File: src/rtl/lpt_rx_pkg.sv
package lpt_rx_pkg;

  // Receiver sequencing states
  typedef enum logic [1:0] {
    ST_IDLE  = 2'd0,  // waiting for a strobe fall
    ST_QUAL  = 2'd1,  // strobe low, width not yet proven
    ST_OFFER = 2'd2   // byte presented on the stream
  } rx_state_e;

  // Round a duration in ns up to whole clock cycles
  function automatic int unsigned ns_to_cycles(input longint unsigned clk_hz,
                                               input longint unsigned ns);
    longint unsigned prod;
    prod = clk_hz * ns;
    return 32'((prod + 64'd999_999_999) / 64'd1_000_000_000);
  endfunction

endpackage

File: src/rtl/lpt_in_sync.sv
// Two-flop synchroniser, one chain per bit, each bit with its own reset value
module lpt_in_sync #(
  parameter int           W       = 1,
  parameter logic [W-1:0] RST_VAL = '0
) (
  input  logic         clk_i,
  input  logic         rst_ni,
  input  logic [W-1:0] d_i,
  output logic [W-1:0] q_o
);

  for (genvar i = 0; i < W; i++) begin : g_bit
    logic meta_q;
    logic sync_q;

    always_ff @(posedge clk_i or negedge rst_ni) begin
      if (!rst_ni) begin
        meta_q <= RST_VAL[i];
        sync_q <= RST_VAL[i];
      end else begin
        meta_q <= d_i[i];
        sync_q <= meta_q;
      end
    end

    assign q_o[i] = sync_q;
  end

endmodule

File: src/rtl/lpt_stb_qual.sv
// Counts consecutive synchronised low samples of the strobe.
// Flags the first low sample (fall) and the MIN_CYC-th one (qualified).
module lpt_stb_qual #(
  parameter int MIN_CYC = 63
) (
  input  logic clk_i,
  input  logic rst_ni,
  input  logic low_i,    // synchronised strobe, 1 = low at pin
  output logic fall_o,   // first low sample after a high one
  output logic qual_o    // low run has just reached MIN_CYC samples
);

  localparam int            CW   = $clog2(MIN_CYC + 1);
  localparam logic [CW-1:0] SAT  = CW'(MIN_CYC);
  localparam logic [CW-1:0] LAST = CW'(MIN_CYC - 1);

  logic [CW-1:0] run_q;
  logic [CW-1:0] run_d;

  // Saturating run counter; cleared by any high sample
  always_comb begin
    run_d = run_q;
    if (!low_i) begin
      run_d = '0;
    end else if (run_q != SAT) begin
      run_d = run_q + 1'b1;
    end
  end

  always_ff @(posedge clk_i or negedge rst_ni) begin
    if (!rst_ni) run_q <= '0;
    else         run_q <= run_d;
  end

  assign fall_o = low_i && (run_q == '0);
  assign qual_o = low_i && (run_q == LAST);

endmodule

File: src/rtl/lpt_ack_gen.sv
// Low-active acknowledge pulse of ACK_CYC cycles.
// A start while running reloads the count; clear ends the pulse at once.
module lpt_ack_gen #(
  parameter int ACK_CYC = 250
) (
  input  logic clk_i,
  input  logic rst_ni,
  input  logic start_i,
  input  logic clear_i,
  output logic ack_n_o
);

  localparam int            CW   = $clog2(ACK_CYC + 1);
  localparam logic [CW-1:0] LOAD = CW'(ACK_CYC);

  logic [CW-1:0] left_q;
  logic [CW-1:0] left_d;
  logic          ack_n_q;
  logic          ack_n_d;

  always_comb begin
    left_d = left_q;
    if (clear_i) begin
      left_d = '0;
    end else if (start_i) begin
      left_d = LOAD;
    end else if (left_q != '0) begin
      left_d = left_q - 1'b1;
    end
    ack_n_d = (left_d == '0);
  end

  always_ff @(posedge clk_i or negedge rst_ni) begin
    if (!rst_ni) begin
      left_q  <= '0;
      ack_n_q <= 1'b1;
    end else begin
      left_q  <= left_d;
      ack_n_q <= ack_n_d;
    end
  end

  assign ack_n_o = ack_n_q;

  assert_ack_starts_R6: assert property (@(posedge clk_i) disable iff (!rst_ni)
    (start_i && !clear_i) |=> !ack_n_o)
    else $error("ack pulse did not start");

  assert_ack_cleared_R8: assert property (@(posedge clk_i) disable iff (!rst_ni)
    clear_i |=> ack_n_o)
    else $error("ack pulse not cleared by init");

endmodule

File: src/rtl/lpt_rx_fsm.sv
// Byte capture, qualification and stream hand-off sequencing
module lpt_rx_fsm
  import lpt_rx_pkg::*;
#(
  parameter int DW = 8
) (
  input  logic          clk_i,
  input  logic          rst_ni,
  input  logic          init_i,     // synchronised initialise, active high
  input  logic          low_i,      // synchronised strobe, 1 = low
  input  logic          fall_i,
  input  logic          qual_i,
  input  logic [DW-1:0] data_i,     // synchronised data
  input  logic          ready_i,
  output logic          busy_o,
  output logic          valid_o,
  output logic [DW-1:0] data_o,
  output logic          ack_start_o
);

  rx_state_e     state_q, state_d;
  logic          busy_q, busy_d;
  logic          valid_q, valid_d;
  logic [DW-1:0] byte_q;
  logic          byte_en;

  // Next-state logic
  always_comb begin
    state_d     = state_q;
    byte_en     = 1'b0;
    ack_start_o = 1'b0;
    if (init_i) begin
      state_d = ST_IDLE;
    end else begin
      unique case (state_q)
        ST_IDLE: begin
          if (fall_i) begin
            byte_en = 1'b1;
            state_d = qual_i ? ST_OFFER : ST_QUAL;
          end
        end
        ST_QUAL: begin
          if (!low_i) begin
            state_d = ST_IDLE;       // pulse too short: drop it
          end else if (qual_i) begin
            state_d = ST_OFFER;
          end
        end
        ST_OFFER: begin
          if (ready_i) begin
            ack_start_o = 1'b1;
            state_d     = ST_IDLE;
          end
        end
        default: state_d = ST_IDLE;
      endcase
    end
    busy_d  = (state_d != ST_IDLE);
    valid_d = (state_d == ST_OFFER);
  end

  // State and registered outputs
  always_ff @(posedge clk_i or negedge rst_ni) begin
    if (!rst_ni) begin
      state_q <= ST_IDLE;
      busy_q  <= 1'b0;
      valid_q <= 1'b0;
    end else begin
      state_q <= state_d;
      busy_q  <= busy_d;
      valid_q <= valid_d;
    end
  end

  // Byte register with explicit load enable
  always_ff @(posedge clk_i or negedge rst_ni) begin
    if (!rst_ni)      byte_q <= '0;
    else if (byte_en) byte_q <= data_i;
  end

  assign busy_o  = busy_q;
  assign valid_o = valid_q;
  assign data_o  = byte_q;

  assert_busy_on_fall_R2: assert property (@(posedge clk_i) disable iff (!rst_ni)
    (fall_i && !init_i && state_q == ST_IDLE) |=> busy_o)
    else $error("busy not raised on strobe fall");

  assert_short_pulse_dropped_R3: assert property (@(posedge clk_i) disable iff (!rst_ni)
    (state_q == ST_QUAL && !low_i && !init_i) |=> (!busy_o && !valid_o))
    else $error("short strobe not discarded");

  assert_stall_holds_R5: assert property (@(posedge clk_i) disable iff (!rst_ni)
    (valid_o && !ready_i && !init_i) |=> (valid_o && busy_o && $stable(data_o)))
    else $error("offer changed while sink stalled");

  assert_valid_under_busy_R5: assert property (@(posedge clk_i) disable iff (!rst_ni)
    valid_o |-> busy_o)
    else $error("valid without busy");

  assert_handoff_release_R6: assert property (@(posedge clk_i) disable iff (!rst_ni)
    (valid_o && ready_i && !init_i) |=> (!busy_o && !valid_o))
    else $error("busy/valid not released after transfer");

  assert_init_idle_R8: assert property (@(posedge clk_i) disable iff (!rst_ni)
    init_i |=> (!busy_o && !valid_o))
    else $error("init did not force idle");

endmodule

File: src/rtl/lpt_fwd_rx.sv
// Parallel port forward-data receiver (top)
module lpt_fwd_rx
  import lpt_rx_pkg::*;
#(
  parameter longint unsigned CLK_HZ     = 125_000_000,
  parameter int              DATA_W     = 8,
  parameter int              STB_MIN_NS = 500,
  parameter int              ACK_NS     = 2000
) (
  input  logic              clk_i,
  input  logic              rst_ni,
  input  logic              stb_n_i,
  input  logic [DATA_W-1:0] data_i,
  input  logic              init_n_i,
  output logic              busy_o,
  output logic              ack_n_o,
  output logic              rx_valid_o,
  output logic [DATA_W-1:0] rx_data_o,
  input  logic              rx_ready_i
);

  localparam int unsigned STB_RAW = ns_to_cycles(CLK_HZ, longint'(STB_MIN_NS));
  localparam int unsigned ACK_RAW = ns_to_cycles(CLK_HZ, longint'(ACK_NS));
  localparam int          STB_CYC = (STB_RAW < 1) ? 1 : int'(STB_RAW);
  localparam int          ACK_CYC = (ACK_RAW < 1) ? 1 : int'(ACK_RAW);
  localparam int          SW      = DATA_W + 2;
  localparam logic [SW-1:0] SYNC_RST = {2'b11, {DATA_W{1'b0}}};

  // Reset: asserted asynchronously, released synchronously
  logic rst_meta_q;
  logic rst_sync_q;

  always_ff @(posedge clk_i or negedge rst_ni) begin
    if (!rst_ni) begin
      rst_meta_q <= 1'b0;
      rst_sync_q <= 1'b0;
    end else begin
      rst_meta_q <= 1'b1;
      rst_sync_q <= rst_meta_q;
    end
  end

  // Input synchronisation: {init_n, stb_n, data}
  logic [SW-1:0] pins_sync;

  lpt_in_sync #(
    .W       (SW),
    .RST_VAL (SYNC_RST)
  ) u_sync (
    .clk_i  (clk_i),
    .rst_ni (rst_sync_q),
    .d_i    ({init_n_i, stb_n_i, data_i}),
    .q_o    (pins_sync)
  );

  logic              stb_low;
  logic              init_act;
  logic [DATA_W-1:0] data_sync;

  assign data_sync = pins_sync[DATA_W-1:0];
  assign stb_low   = !pins_sync[DATA_W];
  assign init_act  = !pins_sync[DATA_W+1];

  logic fall;
  logic qual;
  logic ack_start;

  lpt_stb_qual #(
    .MIN_CYC (STB_CYC)
  ) u_qual (
    .clk_i  (clk_i),
    .rst_ni (rst_sync_q),
    .low_i  (stb_low),
    .fall_o (fall),
    .qual_o (qual)
  );

  lpt_rx_fsm #(
    .DW (DATA_W)
  ) u_fsm (
    .clk_i       (clk_i),
    .rst_ni      (rst_sync_q),
    .init_i      (init_act),
    .low_i       (stb_low),
    .fall_i      (fall),
    .qual_i      (qual),
    .data_i      (data_sync),
    .ready_i     (rx_ready_i),
    .busy_o      (busy_o),
    .valid_o     (rx_valid_o),
    .data_o      (rx_data_o),
    .ack_start_o (ack_start)
  );

  lpt_ack_gen #(
    .ACK_CYC (ACK_CYC)
  ) u_ack (
    .clk_i   (clk_i),
    .rst_ni  (rst_sync_q),
    .start_i (ack_start),
    .clear_i (init_act),
    .ack_n_o (ack_n_o)
  );

  assert_reset_quiet_R1: assert property (@(posedge clk_i) disable iff (!rst_sync_q)
    $rose(rst_sync_q) |-> (!busy_o && ack_n_o && !rx_valid_o))
    else $error("outputs not idle after reset");

endmodule

File: config.mk
export PLATFORM = sky130hd
export DESIGN_NAME = lpt_fwd_rx
export DESIGN_NICKNAME = d
export VERILOG_FILES = /design/src/rtl/lpt_rx_pkg.sv /design/src/rtl/lpt_in_sync.sv /design/src/rtl/lpt_stb_qual.sv /design/src/rtl/lpt_ack_gen.sv /design/src/rtl/lpt_rx_fsm.sv /design/src/rtl/lpt_fwd_rx.sv
export SDC_FILE = /design/constraint.sdc
export NUM_CORES = 1
export LEC_CHECK = 0
export BUFFER_PORTS_ARGS = -buffer_cell sky130_fd_sc_hd__buf_2
export CORE_MARGIN = 3
export CORE_UTILIZATION = 63
export CTS_BUF_LIST = sky130_fd_sc_hd__clkbuf_2
export DETAILED_ROUTE_END_ITERATION = 6
export GPL_TIMING_DRIVEN = 0
export PLACE_DENSITY = 0.84
export SLEW_MARGIN = 20
export SYNTH_ARGS = -nofsm -noshare
export SYNTH_HDL_FRONTEND = slang
export SYNTH_SLANG_ARGS = --single-unit
File: constraint.sdc
create_clock -name clk_i -period 2.5 [get_ports clk_i]
set_clock_uncertainty 0.15 [all_clocks]
set_input_delay 0.125 -clock clk_i [delete_from_list [all_inputs] [get_ports clk_i]]
set_output_delay 0.125 -clock clk_i [all_outputs]
set_load 0.005 [all_outputs]
==> results of run 1 <==
[state kept, by name (all words and copies together) (netlist names)]
register and flops:
u_sync.g_bit.sync_q 10, u_sync.g_bit.meta_q 10, u_fsm.state_q 2, u_fsm.data_o 8, u_qual.run_q 6, u_ack.left_q 8
rst_sync_q 1, rst_meta_q 1, u_fsm.valid_o 1, u_ack.ack_n_o 1, u_fsm.busy_o 1
[metal layers]
metal | global-route usage | up-vias | part of all wire
met3 | 0.0447 | 8 | 0.029
met5 | 0 | - | 0
met4 | 0.127 | 0 | 0.024
met2 | 0.348 | 23 | 0.54
met1 | 0.262 | 617 | 0.41
li1 | - | 598 | -
[path summary, 6_finish.rpt]
check                                     start                      to  slack, ps  cells past startpoint
min in group clk_i                    data_i[5]  u_sync.g_bit[5].meta_q        150                      2
worst max-delay path            u_ack.left_q[3]         u_ack.left_q[7]        410                      4
worst min-delay path                 rst_sync_q  u_sync.g_bit[6].sync_q        100                      0
worst max register to register  u_ack.left_q[3]         u_ack.left_q[7]        410                      4
worst min register to register       rst_sync_q  u_sync.g_bit[6].sync_q        100                      0
max in group asynchronous            rst_sync_q  u_sync.g_bit[8].meta_q       1500                      1
[report_power, final]
group          switching [W]  total (W)  internal, W
Clock               0.000253   0.000327    0.0000742
Sequential         0.0000362   0.000897     0.000861
Combinational      0.0000661   0.000161    0.0000951
Total               0.000355    0.00138      0.00103
[cell usage in the layout (no fill, tap or decap), types with 5 or more instances in the layout]
cell	instances
buf_2	24
clkbuf_2	5
dfrtp_1	43
dfstp_2	5
dlygate4sd3_1	13
ha_1	5
inv_1	9
mux2_2	8
nand2_1	5
nand3_1	5
nor2_1	10
nor3_1	5
o21ai_0	8
xnor2_1	5
[cells by family after synthesis]
kind of cell / count (synthesis)
buffers and inverters: 12
and+or+nand+nor: 47
other: 1
AOI/OAI and AO/OA: 19
xor gates and xnor gates: 7
DFF: 49
adders and majority gates: 5
muxes: 9
[stage by stage]
stage	instance area, um2	hold slack (ps)	power, W	setup WS, ps	utilization
final	2250	95.3	0.00138	410	0.802
after global routing	2250	109	0.00147	257	0.802
after CTS	2250	115	0.00140	416	0.802
after detailed placement	2070	-236	0.00106	451	0.738
after global placement	2040	-240	0.00104	495	0.728
after floorplan	1890	-321	0.000981	569	-
[cell type report]
| cell class | instances | area [um2] |
|---|---|---|
| plain buffers | 3 | 12.5 |
| clock buffers | 5 | 25.0 |
| clock inverters | 3 | 25.0 |
| fillers | 173 | 554 |
| inverters | 9 | 33.8 |
| multi-input cells | 88 | 609 |
| flip-flops and latches | 49 | 1230 |
| well taps | 31 | 38.8 |
| repair buffers | 37 | 273 |
[critical path, delay by kind of cell, from the launching register on]
family	cells	cell delay, ps
DFF	1	500
and+or+nand+nor	3	1230
AOI/OAI and AO/OA	1	180
==> results.json, run 1 <==
{
  "status": "completed",
  "hpwl_mm": 2.25,
  "cts_setup_buffers": 0,
  "synth_mux_area_frac": 0.0530,
  "clock_path_buffers": 2,
  "overflow": 0,
  "finalSetupViolCount": 0,
  "rsz0062_at_grt": "no",
  "finalCritPeriodShare": 0.836,
  "ys_types": 39,
  "layout_min_cycle_time_ps": 2090,
  "initial_core_util": 0.673,
  "endpoint_kind": "flop",
  "htreeDepth": 2,
  "first_global_vias": 1258,
  "rows": 19,
  "synthesis.area_mm2": 0.00189,
  "core-area_mm2": 0.00281,
  "power.leakage_nw": 1.09,
  "synth_top_family_by_area": "simple AND/OR/NAND/NOR gates",
  "areaGrowthSynthToFinish_pct": 19.2,
  "syn-num-nets": 167,
  "report.final.slew_viol_count": 0,
  "fin_cells": 225,
  "die_w_um": 60.7,
  "synth_commonest_cells": "44 x dfrtp_1, 10 x nor2_1, 9 x inv_1, 8 x mux2_2, 8 x o21ai_0",
  "syn_inst": 149,
  "insertion_delay_ps": 430,
  "avgSynthCellArea_um2": 12.7,
  "synth_edf_count": 0,
  "synth_adder_area_share": 0.0331,
  "n_antenna_cell": 0,
  "drv_cap": 0,
  "vias_per_cell": 5.54,
  "crit_arrival_ps": 2340,
  "ctsHoldBuffers": 13,
  "yosysMostFrequentCell": "dfrtp_1",
  "power_density_mw_per_mm2": 615,
  "io_pins": 24,
  "routabilityCongestion": 0.824,
  "wl_mm": 3.13,
  "async_reset_ff_frac": 1.00,
  "die_y_um": 60.7,
  "cts_sinks": 49,
  "firstDrtPassIters": 4,
  "min_path_type": "reg -> async",
  "dr_total_vias": 1246,
  "postRouteAntennaNets": 0,
  "path_max_fanout": 6,
  "drc": 0,
  "setup_tns_ps": 0,
  "antenna_found_initial": 0,
  "dieArea_mm2": 0.00369,
  "cts_tree": "built",
  "synth_flop_cell": "dfrtp_1",
  "crit_chain": "or4_4 > or4_1 > a21boi_1 > or2_1",
  "synth.largest_area_cell": "dfrtp_1",
  "yosysWarnings": 0,
  "clock.fmax_ghz": 0.478,
  "cts_made_buffers": 5,
  "nNetsFinal": 211,
  "synth_top_area_frac": 0.583,
  "ir_worst_vdd_uv": 577,
  "port-buffer-count": 23,
  "drive_gt1_frac": 0.253,
  "cp-start-kind": "flop",
  "yosys-top-cells-area": "dfrtp_1 58%, dfstp_2 7.0%, mux2_2 4.8%",
  "synth_compound_area_frac": 0.0610,
  "synthSimpleGateAreaFrac": 0.141,
  "dp_cells": 204,
  "critPathKind": "reg -> reg",
  "grt_pass1_wl_mm": 5.55,
  "cp_slowest_cell": "or4_4",
  "grtUsageTotal": 0.213,
  "ys_ff_latch": 49,
  "hold_viol_final": 0,
  "ys_seq_area_frac": 0.653,
  "wire_per_inst_um": 13.9,
  "clkSlewWorstSetupHoldPaths_ps": 250,
  "cp_data_required_time_ps": 2750,
  "grt_max_degree": 28,
  "yosys.area_share.xor_xnor": 0.0325,
  "clock-root-buffer": "clkbuf_2",
  "cts_resized": 0,
  "slowest_delay_ps": 590,
  "drt_iter0_markers": 83
}
(Power assumes the default switching activity.)
==> run 2: changes to the inputs <==
--- a/config.mk
+++ b/config.mk
@@ -7,11 +7,11 @@
 export LEC_CHECK = 0
 export BUFFER_PORTS_ARGS = -buffer_cell sky130_fd_sc_hd__buf_2
 export CORE_MARGIN = 3
-export CORE_UTILIZATION = 63
+export CORE_UTILIZATION = 53
 export CTS_BUF_LIST = sky130_fd_sc_hd__clkbuf_2
 export DETAILED_ROUTE_END_ITERATION = 6
 export GPL_TIMING_DRIVEN = 0
-export PLACE_DENSITY = 0.84
+export PLACE_DENSITY = 0.75
 export SLEW_MARGIN = 20
 export SYNTH_ARGS = -nofsm -noshare
 export SYNTH_HDL_FRONTEND = slang
==> constraint.sdc (replaced) <==
create_clock -name clk_i -period 1.7 [get_ports clk_i]
set_clock_uncertainty 0.15 [all_clocks]
set_input_delay 0.085 -clock clk_i [delete_from_list [all_inputs] [get_ports clk_i]]
set_output_delay 0.085 -clock clk_i [all_outputs]
set_load 0.005 [all_outputs]
==> results.json, run 2 (synthesis gave the netlist of run 1 again) <==
{
  "wire_per_inst_um": 14.8,
  "tightest_slew_ps": 626,
  "seq_power_share": 0.642,
  "report.final.slew_viol_count": 0,
  "core-area_mm2": 0.00339,
  "dp_cells": 219,
  "path_delay_family": "simple AND/OR/NAND/NOR gates",
  "min_path_type": "reg -> async",
  "die_w_um": 65.7,
  "pwr-share-clk": 0.223,
  "path_max_fanout": 3,
  "power.leakage_nw": 1.18,
  "crit_top_cell": "or4_4",
  "status": "finished with violations",
  "grtUsageTotal": 0.174,
  "final_common_cell": "dfrtp_1",
  "n_antenna_cell": 0,
  "cp_slowest_cell": "or4_4",
  "total_power_w": 0.00206,
  "die_y_um": 65.7,
  "r2r_cells": 4,
  "finalSetupViolCount": 13,
  "grt_pass1_wl_mm": 5.64,
  "crit_chain": "or4_4 > or4_4 > a21boi_2 > or2_1",
  "p_comb_frac": 0.135,
  "layout_common_cells": "41 x dfrtp_1, 24 x buf_2, 13 x dlygate4sd3_1",
  "max-slew-margin-rel": 0.583,
  "ir_worst_vdd_uv": 792,
  "p_switching_w": 0.000519,
  "power_density_mw_per_mm2": 850,
  "fin_cells": 249,
  "clkSlewWorstSetupHoldPaths_ps": 250,
  "vias_per_cell": 5.33,
  "firstDrtPassIters": 4,
  "cts_tree": "built",
  "r2r-start": "u_ack.left_q[6]",
  "critPathKind": "reg -> reg",
  "cp_data_required_time_ps": 1930,
  "postRouteAntennaNets": 0,
  "clock-root-buffer": "clkbuf_2",
  "first_global_vias": 1233,
  "cp-start-kind": "flop",
  "rsz0062_at_grt": "yes",
  "htreeDepth": 2,
  "failed_checks": "negative setup slack",
  "endpoint_kind": "flop",
  "cts_sinks": 49,
  "drt_iter0_markers": 147,
  "dr_total_vias": 1326,
  "cts_made_buffers": 5,
  "layout_min_cycle_time_ps": 1970,
  "path_buf_inv": 0,
  "antenna_found_initial": 0,
  "slowest_delay_ps": 530,
  "switching_share": 0.251,
  "port-buffer-count": 23,
  "dieArea_mm2": 0.00431,
  "clock.fmax_ghz": 0.509,
  "clock_path_buffers": 2,
  "drc": 0,
  "nNetsFinal": 220,
  "drive_gt1_frac": 0.369,
  "r2r-end": "u_ack.left_q[7]",
  "ff2ff_setup_slack_ps": -270,
  "wl_mm": 3.68,
  "utilization": 0.717,
  "rows": 21,
  "areaGrowthSynthToFinish_pct": 28.6,
  "drv_cap": 0,
  "crit_arrival_ps": 2190,
  "power.internal_w": 0.00155,
  "hold_viol_final": 0,
  "hpwl_mm": 2.23,
  "routabilityCongestion": 0.946,
  "fin_ws_ps": -265,
  "insertion_delay_ps": 390,
  "overflow": 0,
  "grt_max_degree": 29,
  "io_pins": 24,
  "finalCritPeriodShare": 1.16,
  "reg_top3": "u_sync.g_bit.meta_q: 10 flops, u_sync.g_bit.sync_q: 10 flops",
  "initial_core_util": 0.557,
  "nFillCells": 233
}
[run 2: cell types whose count changed in the layout (fill, tap and decap cells not counted), moves of 4 or more]
cell and change:
o21ai_0 -4, mux2_2 -6, buf_4 +11, mux2_4 +6
[run 2: timing repair]
action	4_1_cts	5_1_grt
hold buffers	13	0
resized for setup	11	17
endpoints found under the setup margin	18	22
setup buffers	6	5
pin swaps	5	4
endpoints found under the hold margin	18	0
[run 2: power groups by stage]
stage | Clock (W) | Combinational [W] | Sequential (W)
detailed placement | 0 | 0.000217 | 0.00134
global route | 0.000522 | 0.000306 | 0.00134
CTS | 0.000473 | 0.000248 | 0.00132
finish | 0.000460 | 0.000278 | 0.00133
global placement | 0 | 0.000191 | 0.00134
floorplan | 0 | 0.0000964 | 0.00135
[run 2: worst max-delay path by stage]
stage / start / endpoint / slack, ps / cells past startpoint
floorplan: u_ack.left_q[4] / u_ack.left_q[7] / -180 / 4
global placement: rst_sync_q / u_ack.left_q[3] / -280 / 0
detailed placement: u_ack.left_q[4] / u_ack.left_q[7] / -290 / 4
CTS: u_ack.left_q[6] / u_ack.left_q[7] / -240 / 4
global route: u_ack.left_q[6] / u_ack.left_q[7] / -330 / 4
finish: u_ack.left_q[6] / u_ack.left_q[7] / -270 / 4
[run 2: metrics by stage]
step	setup TNS, ps	setup WS [ps]	instance area [um2]	hold WS [ps]
2_1_floorplan	-534	-184	1890	-361
3_3_place_gp	-13450	-277	2060	-280
3_5_place_dp	-2580	-291	2090	-274
4_1_cts	-1050	-241	2340	120
5_1_grt	-1450	-328	2430	105
6_report	-748	-265	2430	127
[run 2: area by class of cell]
cell class                      count  area [um2]  share of cell area
Buffer                              1        5.00             0.00206
Clock buffer                        6        30.0              0.0124
Clock inverter                      2        15.0             0.00618
Inverter                            9        33.8              0.0139
Multi-Input combinational cell     88         696               0.286
Sequential cell                    49        1240               0.509
Tap cell                           46        57.6              0.0237
Timing Repair Buffer               48         355               0.146
[run 2: per-layer routing]
metal | up-vias | track usage | part of all wire
li1 | 618 | - | -
met1 | 658 | 0.201 | 0.39
met2 | 40 | 0.305 | 0.56
met3 | 10 | 0.0427 | 0.037
met4 | 0 | 0.0751 | 0.0098
met5 | - | 0 | 0
[run 2: worst reg2reg max path, stage by stage, from the launching register on]
cell and delay [ps]:
dfrtp_1 480, or4_4 530, or4_4 490, a21boi_2 160, or2_1 120
